### src/rtl/rx_fifo_pkg.sv
package rx_fifo_pkg;

  // One queue entry: the character and the three flags stored with it.
  typedef struct packed {
    logic       brk;
    logic       frm;
    logic       par;
    logic [7:0] data;
  } rxEntry_t;

  // Strobes sent from the control to the datapath.
  typedef struct packed {
    logic push;
    logic pop;
    logic flush;
  } fifoStrobe_t;

  // Fill level selected by the 2-bit threshold field.
  function automatic int trigLevel(input logic [1:0] sel, input int depth);
    case (sel)
      2'b00:   return 1;
      2'b01:   return depth / 4;
      2'b10:   return depth / 2;
      default: return depth - 2;
    endcase
  endfunction

endpackage

### src/rtl/rx_fifo_dp.sv
module rx_fifo_dp
  import rx_fifo_pkg::*;
#(
  parameter int DEPTH = 16
) (
  input  logic                     clk,
  input  logic                     rstN,
  input  fifoStrobe_t              strobe,
  input  rxEntry_t                 wrEntry,
  output rxEntry_t                 headEntry,
  output logic [$clog2(DEPTH):0]   level,
  output logic                     errPresent
);

  localparam int ADDR_W = $clog2(DEPTH);
  localparam int CNT_W  = ADDR_W + 1;

  rxEntry_t              mem [DEPTH];
  logic [ADDR_W-1:0]     wrPtr;
  logic [ADDR_W-1:0]     rdPtr;
  logic [CNT_W-1:0]      errCount;
  logic                  pushErr;
  logic                  popErr;

  assign pushErr = strobe.push && (wrEntry.par || wrEntry.frm || wrEntry.brk);
  assign popErr  = strobe.pop && (mem[rdPtr].par || mem[rdPtr].frm || mem[rdPtr].brk);

  always_ff @(posedge clk or negedge rstN) begin
    if (!rstN) begin
      wrPtr    <= '0;
      rdPtr    <= '0;
      level    <= '0;
      errCount <= '0;
    end else if (strobe.flush) begin
      wrPtr    <= '0;
      rdPtr    <= '0;
      level    <= '0;
      errCount <= '0;
    end else begin
      if (strobe.push) wrPtr <= wrPtr + ADDR_W'(1);
      if (strobe.pop)  rdPtr <= rdPtr + ADDR_W'(1);
      level    <= level + CNT_W'(strobe.push) - CNT_W'(strobe.pop);
      errCount <= errCount + CNT_W'(pushErr) - CNT_W'(popErr);
    end
  end

  always_ff @(posedge clk) begin
    if (strobe.push) mem[wrPtr] <= wrEntry;
  end

  assign headEntry  = (level != '0) ? mem[rdPtr] : '0;
  assign errPresent = (errCount != '0);

  // the count never exceeds the storage
  a_r6_no_overflow: assert property (@(posedge clk) disable iff (!rstN)
    level <= CNT_W'(DEPTH));

  // a removal is only issued when data is stored
  a_r3_pop_needs_data: assert property (@(posedge clk) disable iff (!rstN)
    strobe.pop |-> level != '0);

  // flagged entries are a subset of stored entries
  a_r8_err_bounded: assert property (@(posedge clk) disable iff (!rstN)
    errCount <= level);

endmodule

### src/rtl/rx_fifo_ctrl.sv
module rx_fifo_ctrl
  import rx_fifo_pkg::*;
#(
  parameter int DEPTH    = 16,
  parameter int TO_CHARS = 4
) (
  input  logic                     clk,
  input  logic                     rstN,
  input  logic                     charValid,
  input  logic                     charHasErr,
  input  logic                     dataRead,
  input  logic                     lsrRead,
  input  logic                     ctlWrite,
  input  logic                     ctlEnable,
  input  logic                     ctlFlush,
  input  logic [1:0]               ctlTrig,
  input  logic                     charTick,
  input  logic [$clog2(DEPTH):0]   level,
  input  logic                     errPresent,
  output fifoStrobe_t              strobe,
  output logic                     dataReady,
  output logic                     overrun,
  output logic                     fifoErr,
  output logic                     rxAvailIrq,
  output logic                     timeoutIrq
);

  localparam int CNT_W = $clog2(DEPTH) + 1;
  localparam int TO_W  = $clog2(TO_CHARS + 1);

  logic            fifoOn;
  logic [1:0]      trigSel;
  logic            errAck;
  logic [TO_W-1:0] idleCnt;
  logic            flushNow;
  logic            popOk;
  logic            pushOk;
  logic            dropChar;
  logic            isFull;
  logic [CNT_W-1:0] threshold;

  assign isFull   = (level == CNT_W'(DEPTH));
  assign flushNow = ctlWrite && (!ctlEnable || ctlFlush);
  assign popOk    = dataRead && (level != '0) && !flushNow;
  assign pushOk   = charValid && fifoOn && !flushNow && (!isFull || popOk);
  assign dropChar = charValid && fifoOn && !flushNow && isFull && !popOk;

  always_comb begin
    strobe.push  = pushOk;
    strobe.pop   = popOk;
    strobe.flush = flushNow;
  end

  always_ff @(posedge clk or negedge rstN) begin
    if (!rstN) begin
      fifoOn  <= 1'b0;
      trigSel <= 2'b00;
      overrun <= 1'b0;
      errAck  <= 1'b0;
      idleCnt <= '0;
    end else begin
      if (ctlWrite) fifoOn <= ctlEnable;
      if (ctlWrite && ctlEnable) trigSel <= ctlTrig;

      if (dropChar)     overrun <= 1'b1;
      else if (lsrRead) overrun <= 1'b0;

      if (flushNow)                   errAck <= 1'b0;
      else if (pushOk && charHasErr)  errAck <= 1'b0;
      else if (lsrRead)               errAck <= 1'b1;

      if (flushNow || pushOk || popOk || level == '0)
        idleCnt <= '0;
      else if (charTick && idleCnt != TO_W'(TO_CHARS))
        idleCnt <= idleCnt + TO_W'(1);
    end
  end

  assign threshold  = CNT_W'(trigLevel(trigSel, DEPTH));
  assign dataReady  = (level != '0);
  assign rxAvailIrq = (level >= threshold);
  assign fifoErr    = errPresent && !errAck;
  assign timeoutIrq = (idleCnt == TO_W'(TO_CHARS));

  // a character arriving at a full queue with no read sets overrun
  a_r6_overrun_sets: assert property (@(posedge clk) disable iff (!rstN)
    (charValid && fifoOn && !ctlWrite && isFull && !dataRead) |=> overrun);

  // the stored count is unchanged by the dropped character
  a_r6_full_unchanged: assert property (@(posedge clk) disable iff (!rstN)
    (charValid && fifoOn && !ctlWrite && isFull && !dataRead) |=> $stable(level));

  // the idle request only appears with data waiting
  a_r9_timeout_nonempty: assert property (@(posedge clk) disable iff (!rstN)
    timeoutIrq |-> level != '0);

  // a read removes the idle request
  a_r9_read_clears: assert property (@(posedge clk) disable iff (!rstN)
    (timeoutIrq && dataRead && !ctlWrite) |=> !timeoutIrq);

  // a flushing write empties the queue
  a_r10_flush_empties: assert property (@(posedge clk) disable iff (!rstN)
    (ctlWrite && (!ctlEnable || ctlFlush)) |=> level == '0);

  // the fill request implies data is present
  a_r4_irq_implies_ready: assert property (@(posedge clk) disable iff (!rstN)
    rxAvailIrq |-> dataReady);

endmodule

### src/rtl/rx_char_fifo.sv
module rx_char_fifo
  import rx_fifo_pkg::*;
#(
  parameter int DEPTH    = 16,
  parameter int TO_CHARS = 4
) (
  input  logic       clk,
  input  logic       rstN,
  input  logic       charValid,
  input  logic [7:0] charData,
  input  logic       charParErr,
  input  logic       charFrmErr,
  input  logic       charBrk,
  input  logic       dataRead,
  input  logic       lsrRead,
  input  logic       ctlWrite,
  input  logic       ctlEnable,
  input  logic       ctlFlush,
  input  logic [1:0] ctlTrig,
  input  logic       charTick,
  output logic [7:0] headData,
  output logic       headParErr,
  output logic       headFrmErr,
  output logic       headBrk,
  output logic       dataReady,
  output logic       overrun,
  output logic       fifoErr,
  output logic       rxAvailIrq,
  output logic       timeoutIrq
);

  localparam int CNT_W = $clog2(DEPTH) + 1;

  fifoStrobe_t      strobe;
  rxEntry_t         wrEntry;
  rxEntry_t         headEntry;
  logic [CNT_W-1:0] level;
  logic             errPresent;

  assign wrEntry = '{brk: charBrk, frm: charFrmErr, par: charParErr, data: charData};

  rx_fifo_ctrl #(.DEPTH(DEPTH), .TO_CHARS(TO_CHARS)) ctrl (
    .clk        (clk),
    .rstN       (rstN),
    .charValid  (charValid),
    .charHasErr (charParErr || charFrmErr || charBrk),
    .dataRead   (dataRead),
    .lsrRead    (lsrRead),
    .ctlWrite   (ctlWrite),
    .ctlEnable  (ctlEnable),
    .ctlFlush   (ctlFlush),
    .ctlTrig    (ctlTrig),
    .charTick   (charTick),
    .level      (level),
    .errPresent (errPresent),
    .strobe     (strobe),
    .dataReady  (dataReady),
    .overrun    (overrun),
    .fifoErr    (fifoErr),
    .rxAvailIrq (rxAvailIrq),
    .timeoutIrq (timeoutIrq)
  );

  rx_fifo_dp #(.DEPTH(DEPTH)) dp (
    .clk        (clk),
    .rstN       (rstN),
    .strobe     (strobe),
    .wrEntry    (wrEntry),
    .headEntry  (headEntry),
    .level      (level),
    .errPresent (errPresent)
  );

  assign headData   = headEntry.data;
  assign headParErr = headEntry.par;
  assign headFrmErr = headEntry.frm;
  assign headBrk    = headEntry.brk;

endmodule

### config.mk
export PLATFORM = sky130hd
export DESIGN_NAME = rx_char_fifo
export DESIGN_NICKNAME = d
export VERILOG_FILES = /design/src/rtl/rx_fifo_pkg.sv /design/src/rtl/rx_fifo_dp.sv /design/src/rtl/rx_fifo_ctrl.sv /design/src/rtl/rx_char_fifo.sv
export SDC_FILE = /design/constraint.sdc
export NUM_CORES = 1
export LEC_CHECK = 0
export BUFFER_PORTS_ARGS = -buffer_cell sky130_fd_sc_hd__buf_2
export CAP_MARGIN = 20
export CORE_ASPECT_RATIO = 1.1
export CORE_MARGIN = 2
export CORE_UTILIZATION = 30
export DETAILED_ROUTE_END_ITERATION = 6
export PLACE_DENSITY = 0.52
export RECOVER_POWER = 100
export SLEW_MARGIN = 20
export SYNTH_ARGS = -nofsm -noshare
export SYNTH_HDL_FRONTEND = slang
export SYNTH_SLANG_ARGS = --single-unit
### constraint.sdc
create_clock -name clk -period 4.41 [get_ports clk]
set_input_delay 0.882 -clock clk [delete_from_list [all_inputs] [get_ports clk]]
set_output_delay 0.882 -clock clk [all_outputs]
set_load 0.02 [all_outputs]
**Word-level counts from Yosys, hierarchy flattened**

Memories as Yosys holds them, arrays and structs flattened.
Cells that the tools add are included.

- Output and inout port bits: 16
- Input bits: 22
- Bits in registers: 26
- Memories kept: 1
- RAM bits: 176
- Word-level logic and storage cells: 76

- Reductions and logical operators: 36
- $lt $le $gt $ge: 1
- Mux-type cells: 17
- Equality and inequality tests: 5
- Add/subtract/negate cells: 7

Memories:

| name | depth | bits a word | rd ports | clocked after Yosys merged registers in | wr ports | line | text |
|---|---|---|---|---|---|---|---|
| dp.mem | 16 | 11 | 1 | 0 | 1 | rx_fifo_dp.sv:18 | `rxEntry_t mem [DEPTH];` |

Operators by type and width:

| kind | number |
|---|---|
| 2-to-1 mux 4 bit | 4 |
| logical AND 1 bit | 13 |
| one-hot mux 4 bit (3 select lines) | 1 |
| 2-to-1 mux 11 bit | 1 |
| adder 5 x 1 -> 5 bit | 2 |
| 2-to-1 mux 5 bit | 2 |
| nonzero test 5 bit | 2 |
| subtractor 5 x 1 -> 5 bit | 2 |
| logical OR 1 bit | 9 |
| adder 4 x 1 -> 4 bit, second input constant | 2 |
| nonzero test 2 bit | 4 |
| 2-to-1 mux 1 bit | 7 |
| 2-to-1 mux 3 bit | 2 |
| == test 5 bit, second input constant | 1 |
| greater-or-equal comparator 5 x 4 -> 1 bit | 1 |
| zero test 1 bit | 5 |
| zero test 5 bit | 1 |
| adder 3 x 1 -> 3 bit, second input constant | 1 |
| == test 3 bit, second input constant | 1 |
| != test 3 bit, second input constant | 1 |
| nonzero test 3 bit | 1 |
| == test 2 x 1 -> 1 bit, second input constant | 1 |
| == test 2 bit, second input constant | 1 |
| zero test 2 bit | 1 |

**Longest topological paths before layout**

- Depth in word-level cells: 11
- Gate-level depth with buffers: 17
- Mapped depth without buffers: 16

**Modules after synthesis**

From an unflattened synthesis, not the netlist that was laid out.

- Cell total of the unflattened synthesis: 462
- Area, all modules: 8,469.4 um2

By module, submodules not included:

| module | cells an instance | area an instance (um2) | instances | seq. area each (um2) |
|---|---|---|---|---|
| rx_fifo_dp | 399 | 7,886.3 | 1 | 5,735.5 |
| rx_fifo_ctrl | 62 | 576.8 | 1 | 200.2 |
| rx_char_fifo | 1 | 6.3 | 1 | 0.0 |

**Worst setup path before layout**

Ideal clock, no wire load.

- Path kind: register to register
- From: register dp.rdPtr[0]
- To: register dp.errCount[4]
- Data arrival time: 2.971 ns
- Library setup time: 0.078 ns
- Path slack: 1.361 ns
- Buffers on the path: 2
- Period minus slack after synthesis: 3.049 ns
- Stages on the path, launching flop included: 17
- Cell sequence: dfrtp_1 -> buf_6 -> buf_12 -> mux4_2 -> a22oi_1 -> nand2_1 -> o31a_1 -> ha_1 -> inv_1 -> ha_1 -> inv_1 -> fa_1 -> inv_1 -> a21oi_1 -> nor2_1 -> or3_1 -> a21oi_1

- Cells in the longest elaborated chain, start to end: 6

RTL lines:

| what | line | text |
|---|---|---|
| from (decl) | rx_fifo_dp.sv:20 | `logic [ADDR_W-1:0] rdPtr;` |
| from (signal assigned) | rx_fifo_dp.sv:41 | `if (strobe.pop) rdPtr <= rdPtr + ADDR_W'(1);` |
| memory (16 x 11 bit) (*) | - |  |
| logical OR 1 bit | rx_fifo_dp.sv:26 | `assign popErr = strobe.pop && (mem[rdPtr].par \|\| mem[rdPtr].frm \|\| mem[rdPtr].brk);` |
| logical OR 1 bit (*) | rx_fifo_dp.sv:26 |  |
| logical AND 1 bit (*) | rx_fifo_dp.sv:26 |  |
| subtractor 5 x 1 -> 5 bit (*) | rx_fifo_dp.sv:43 | `errCount <= errCount + CNT_W'(pushErr) - CNT_W'(popErr);` |
| 2-to-1 mux 5 bit (*) | rx_fifo_dp.sv:34 | `end else if (strobe.flush) begin` |
| to (signal assigned) | rx_fifo_dp.sv:43 |  |
| to (decl) | rx_fifo_dp.sv:21 | `logic [CNT_W-1:0] errCount;` |

Every way passes the cells marked *; elsewhere a longest branch is shown, timed or not.
A chain may end at the register's enable or synchronous reset.

**Final worst setup path**

- From: register dp.rdPtr[1]
- To: output port headData[3]

- Cells in the longest elaborated chain, start to end: 2

RTL lines:

| what | line | text |
|---|---|---|
| memory (16 x 11 bit) | - |  |
| 2-to-1 mux 11 bit | rx_fifo_dp.sv:51 | `assign headEntry = (level != '0) ? mem[rdPtr] : '0;` |
| to (decl) | rx_char_fifo.sv:21 | `output logic [7:0] headData,` |

Every way passes these cells.

==> results by group <==
Power and ir drop
  • Leak Pwr: 3.32 nW
  • Power share of the combinational group: 25.2%
  • Internal power consumption: 3.68 mW
  • Highest ir drop seen on vdd: 0.262 mV
  • Clock share of power: 31.8%
  • Switching Share: 30.7%
  • Sequential group share of total power: 43.0%
  • Total net switching power: 1.63 mW
  • Power per cell area: 546 nW/um^2

Finish
  • Filler instances: 2707
  • Area growth, synth to finish: 14.2%
  • Final standard cell utilization of the core: 34.9%
  • Post-route non-filler standard cell count: 951
  • Number of nets in the final layout: 617
  • Proportion of layout cells with a drive suffix above 1: 12.4%
  • Antenna diode instance count: 0

Synth
  • Ys Warns: 0
  • Mux cell area share after synthesis: 11.2%
  • Largest family of logic cells by synthesized area: multiplexers
  • Area share of fa/ha/maj cells after synthesis: 3.70%
  • Post-synth EDFFs: 176
  • Synth top area cells: sky130_fd_sc_hd__edfxtp_1 62%, sky130_fd_sc_hd__dfrtp_1 7.6%, sky130_fd_sc_hd__mux4_2 5.8%
  • Proportion of synthesized flip-flops having asynchronous set or reset: 12.9%
  • Most used flip-flop cell after synthesis: sky130_fd_sc_hd__edfxtp_1
  • Parity-gate share of the synthesized area counting xor and xnor cells: 1.44%
  • Number of nets produced by synthesis: 567
  • Seq/Total Area, Yosys: 69.6%
  • Avg Synthesized Cell Area: 16.4 sq um
  • Synth Area in Compound Gates: 5.40%
  • Mapped Cells: 521
  • Synth cell types: 42
  • Cell taking the most area after synthesis: sky130_fd_sc_hd__edfxtp_1
  • Summed instance area of the synthesized netlist: 8530 sq um
  • Simple-gate portion of the synthesized area: 5.93%
  • Share of the synthesized area in the top cell type: 62.0%
  • Number of register bits inferred by synthesis: 202

Timing
  • Tightest slew margin relative to the limit: -7.75%
  • Setup repair after global routing missed its margin: false
  • Count of endpoints failing hold in the final timing report: 0
  • Final clock period utilization by the worst path: 90.6%
  • Count of final setup violators: 0
  • Final Max Tran Viols: 27
  • Worst slew pin tran: 1.62 ns
  • Final total negative setup slack: 0 ns
  • Maximum achievable frequency: 250 MHz
  • Max Clock Skew: 0.00698 ns
  • Minimum period implied by the final worst setup slack: 3.99 ns

Clock tree
  • Post-CTS Setup Repair Bufs: 0
  • Hold Buf Count CTS: 0
  • Number of gates resized after cts: 0
  • TritonCTS clock tree: done
  • # clock sinks: 202
  • Number of H-tree branching levels: 1
  • Source-to-sink clock delay at the later pin of the worst-skew pair: 0.51 ns
  • Clock transition time at the flip-flop clock pins of the worst setup and hold paths: 0.06 ns
  • Total CTS buffers: 23
  • Deepest clock path buffer count: 3
  • Clock root buffer master: sky130_fd_sc_hd__clkbuf_16

Floorplan
  • Placeable core region: 27900 sq um
  • Top Ports: 38
  • Horizontal extent of the die: 165 microns
  • Die area: 29800 sq um
  • Initial standard-cell utilization of the core: 30.6%
  • Die boundary height: 181 microns
  • Site Rows: 64

Worst setup path
  • CP required: 3.53 ns
  • Max FO, Critical Path: 16
  • Kind of capture point of the worst setup path: primary output
  • Crit path cell chain: buf_12 > nand2b_1 > o221ai_1 > a21boi_0 > nor3_1 > clkbuf_1
  • Path type of the worst setup path: reg2out
  • Cell with the biggest individual delay on the critical path: sky130_fd_sc_hd__dfrtp_1
  • Delay of the slowest cell on the worst path: 0.64 ns
  • Data arrival time of the critical path: 3.11 ns
  • Launching element type of the critical path: flip-flop

Drt
  • Routed via count: 4729
  • Aggregate routed wire length: 20000 microns
  • Starting DRT DRC Count: 427
  • Antenna violation net count after detailed routing: 0
  • Remaining design rule violation count: 0
  • Number of vias per cell after detailed routing: 4.97
  • Average detailed-routed wire length per instance: 21.0 microns
  • First-pass iteration count of the detailed router: 4

GRT
  • M3 GR Usage: 1.68%
  • First-pass GRT wire length: 30600 microns
  • GR Util met2: 23.5%
  • Met1 capacity usage during global routing: 18.4%
  • Overflow after GRT: 0
  • Vias in the first global route: 5033
  • Peak-usage layer in the global routing report: met2
  • Combined global-route utilization of all metal layers: 13.8%
  • Initial antenna violation count: 0
  • Maximum number of pins on one net before global-route repair: 31

Status
  • Violated checks: max-capacitance violations, max-slew violations
  • Status: finished, violations left

Min path
  • Worst hold-check path type: reg2reg

Placement
  • DP Wirelength: 12500 microns
  • Cells after DPL: 909
  • Placer Congestion: 0.738
  • Count of port buffers added during placement: 37

Job
  • Max-cap check violation count: 1
[stage by stage]
step | setup slack, ns | instance area (sq um) | total power [mW] | hold WS [ns]
6_report | 0.416 | 9740 | 5.31 | 0.549
5_1_grt | 0.184 | 9740 | 5.58 | 0.575
4_1_cts | 0.463 | 9780 | 5.40 | 0.416
3_5_place_dp | 0.814 | 9120 | 3.71 | 0.539
3_3_place_gp | 0.856 | 9120 | 3.67 | 0.514
2_1_floorplan | 1.36 | 8530 | 3.30 | 0.497
[worst paths after layout]
| check | endpoint | slack [ns] | start | cells after the start |
|---|---|---|---|---|
| max in group asynchronous | dp.rdPtr[0]$_DFFE_PN0P_ | 2.49 | rstN | 1 |
| worst min-delay path | ctrl.fifoOn$_DFFE_PN0P_ | 0.55 | ctrl.fifoOn$_DFFE_PN0P_ | 2 |
| worst max-delay path | headData[3] | 0.42 | dp.rdPtr[1]$_DFFE_PN0P_ | 6 |
| worst max register to register | dp.errCount[4]$_DFF_PN0_ | 0.47 | dp.level[2]$_DFF_PN0_ | 17 |
| min in group asynchronous | dp.level[2]$_DFF_PN0_ | 0.78 | rstN | 1 |
| worst min register to register | ctrl.fifoOn$_DFFE_PN0P_ | 0.55 | ctrl.fifoOn$_DFFE_PN0P_ | 2 |
[area by class of cell]
cell class | count | area [sq um] | area share, %
clock buffers | 28 | 594 | 6.10
clock inverters | 14 | 66.3 | 0.681
inverters | 24 | 90.1 | 0.925
multi-input cells | 273 | 2360 | 24.3
flip-flops and latches | 202 | 5940 | 61.0
well taps | 363 | 454 | 4.66
repair buffers | 47 | 231 | 2.38
[critical path: cells and delay by family (launching register included)]
kind | cells | cell delay [ns]
simple gates | 2 | 0.84
compound gates | 2 | 0.54
flops | 1 | 0.64
buf+inv | 2 | 0.57
[registers in the layout, summed over array words and instances, names as in the netlist]
signal	flops
dp.mem	176
dp.rdPtr	4
ctrl.errAck	1
ctrl.idleCnt	3
ctrl.trigSel	2
ctrl.fifoOn	1
dp.wrPtr	4
dp.level	5
ctrl.overrun	1
dp.errCount	5
[Yosys cell counts (all sizes together), types with 7 or more instances]
| cell | n |
|---|---|
| a21boi | 9 |
| a21oi | 11 |
| and2 | 17 |
| buf | 13 |
| clkbuf | 9 |
| dfrtp | 26 |
| edfxtp | 176 |
| ha | 22 |
| inv | 24 |
| mux2i | 44 |
| mux4 | 22 |
| nand2 | 14 |
| nor2 | 34 |
| nor3 | 11 |
| o21ai | 15 |
| o221ai | 16 |
| xnor2 | 7 |
| xor2 | 7 |
[power by group through the flow]
stage / Clock (mW) / Combinational, mW / Sequential [mW]
5_1_grt: 1.79 / 1.49 / 2.30
4_1_cts: 1.72 / 1.39 / 2.29
3_3_place_gp: 0 / 1.35 / 2.32
2_1_floorplan: 0 / 1.08 / 2.23
6_report: 1.69 / 1.34 / 2.28
3_5_place_dp: 0 / 1.39 / 2.33
[routing by layer]
layer | wire length, microns | vias up | part of all wire [%]
li1 | - | 2105 | -
met3 | 796 | 32 | 4.0
met5 | 0 | - | 0
met2 | 10100 | 138 | 51
met4 | 487 | 0 | 2.4
met1 | 8580 | 2454 | 43
[cells by family after synthesis]
kind of cell               count (synthesis)
DFF                                      202
and+or+nand+nor                          101
muxes                                     68
AOI/OAI and AO/OA                         66
buffers and inverters                     46
adders and majority gates                 24
xor gates and xnor gates                  14
[placed cells by master (no fill, tap or decap), types with 3 or more instances in the layout]
cell and n:
sky130_fd_sc_hd__nor3_1 11, sky130_fd_sc_hd__a221oi_1 6, sky130_fd_sc_hd__and3_1 6, sky130_fd_sc_hd__buf_2 7, sky130_fd_sc_hd__clkinv_1 6, sky130_fd_sc_hd__nor2_1 34
sky130_fd_sc_hd__and2_0 12, sky130_fd_sc_hd__mux4_2 22, sky130_fd_sc_hd__nand3_1 3, sky130_fd_sc_hd__o21ai_0 15, sky130_fd_sc_hd__and2_1 5, sky130_fd_sc_hd__dfrtp_1 25
sky130_fd_sc_hd__clkbuf_1 36, sky130_fd_sc_hd__mux2i_1 44, sky130_fd_sc_hd__a21oi_1 11, sky130_fd_sc_hd__buf_4 8, sky130_fd_sc_hd__ha_1 22, sky130_fd_sc_hd__a22oi_1 3
sky130_fd_sc_hd__clkinv_2 7, sky130_fd_sc_hd__edfxtp_1 176, sky130_fd_sc_hd__nand2_1 14, sky130_fd_sc_hd__nor2b_1 6, sky130_fd_sc_hd__xnor2_1 7, sky130_fd_sc_hd__xor2_1 7
sky130_fd_sc_hd__o221ai_1 16, sky130_fd_sc_hd__clkbuf_16 23, sky130_fd_sc_hd__inv_1 24, sky130_fd_sc_hd__a21boi_0 8
(Power assumes the default switching activity.)
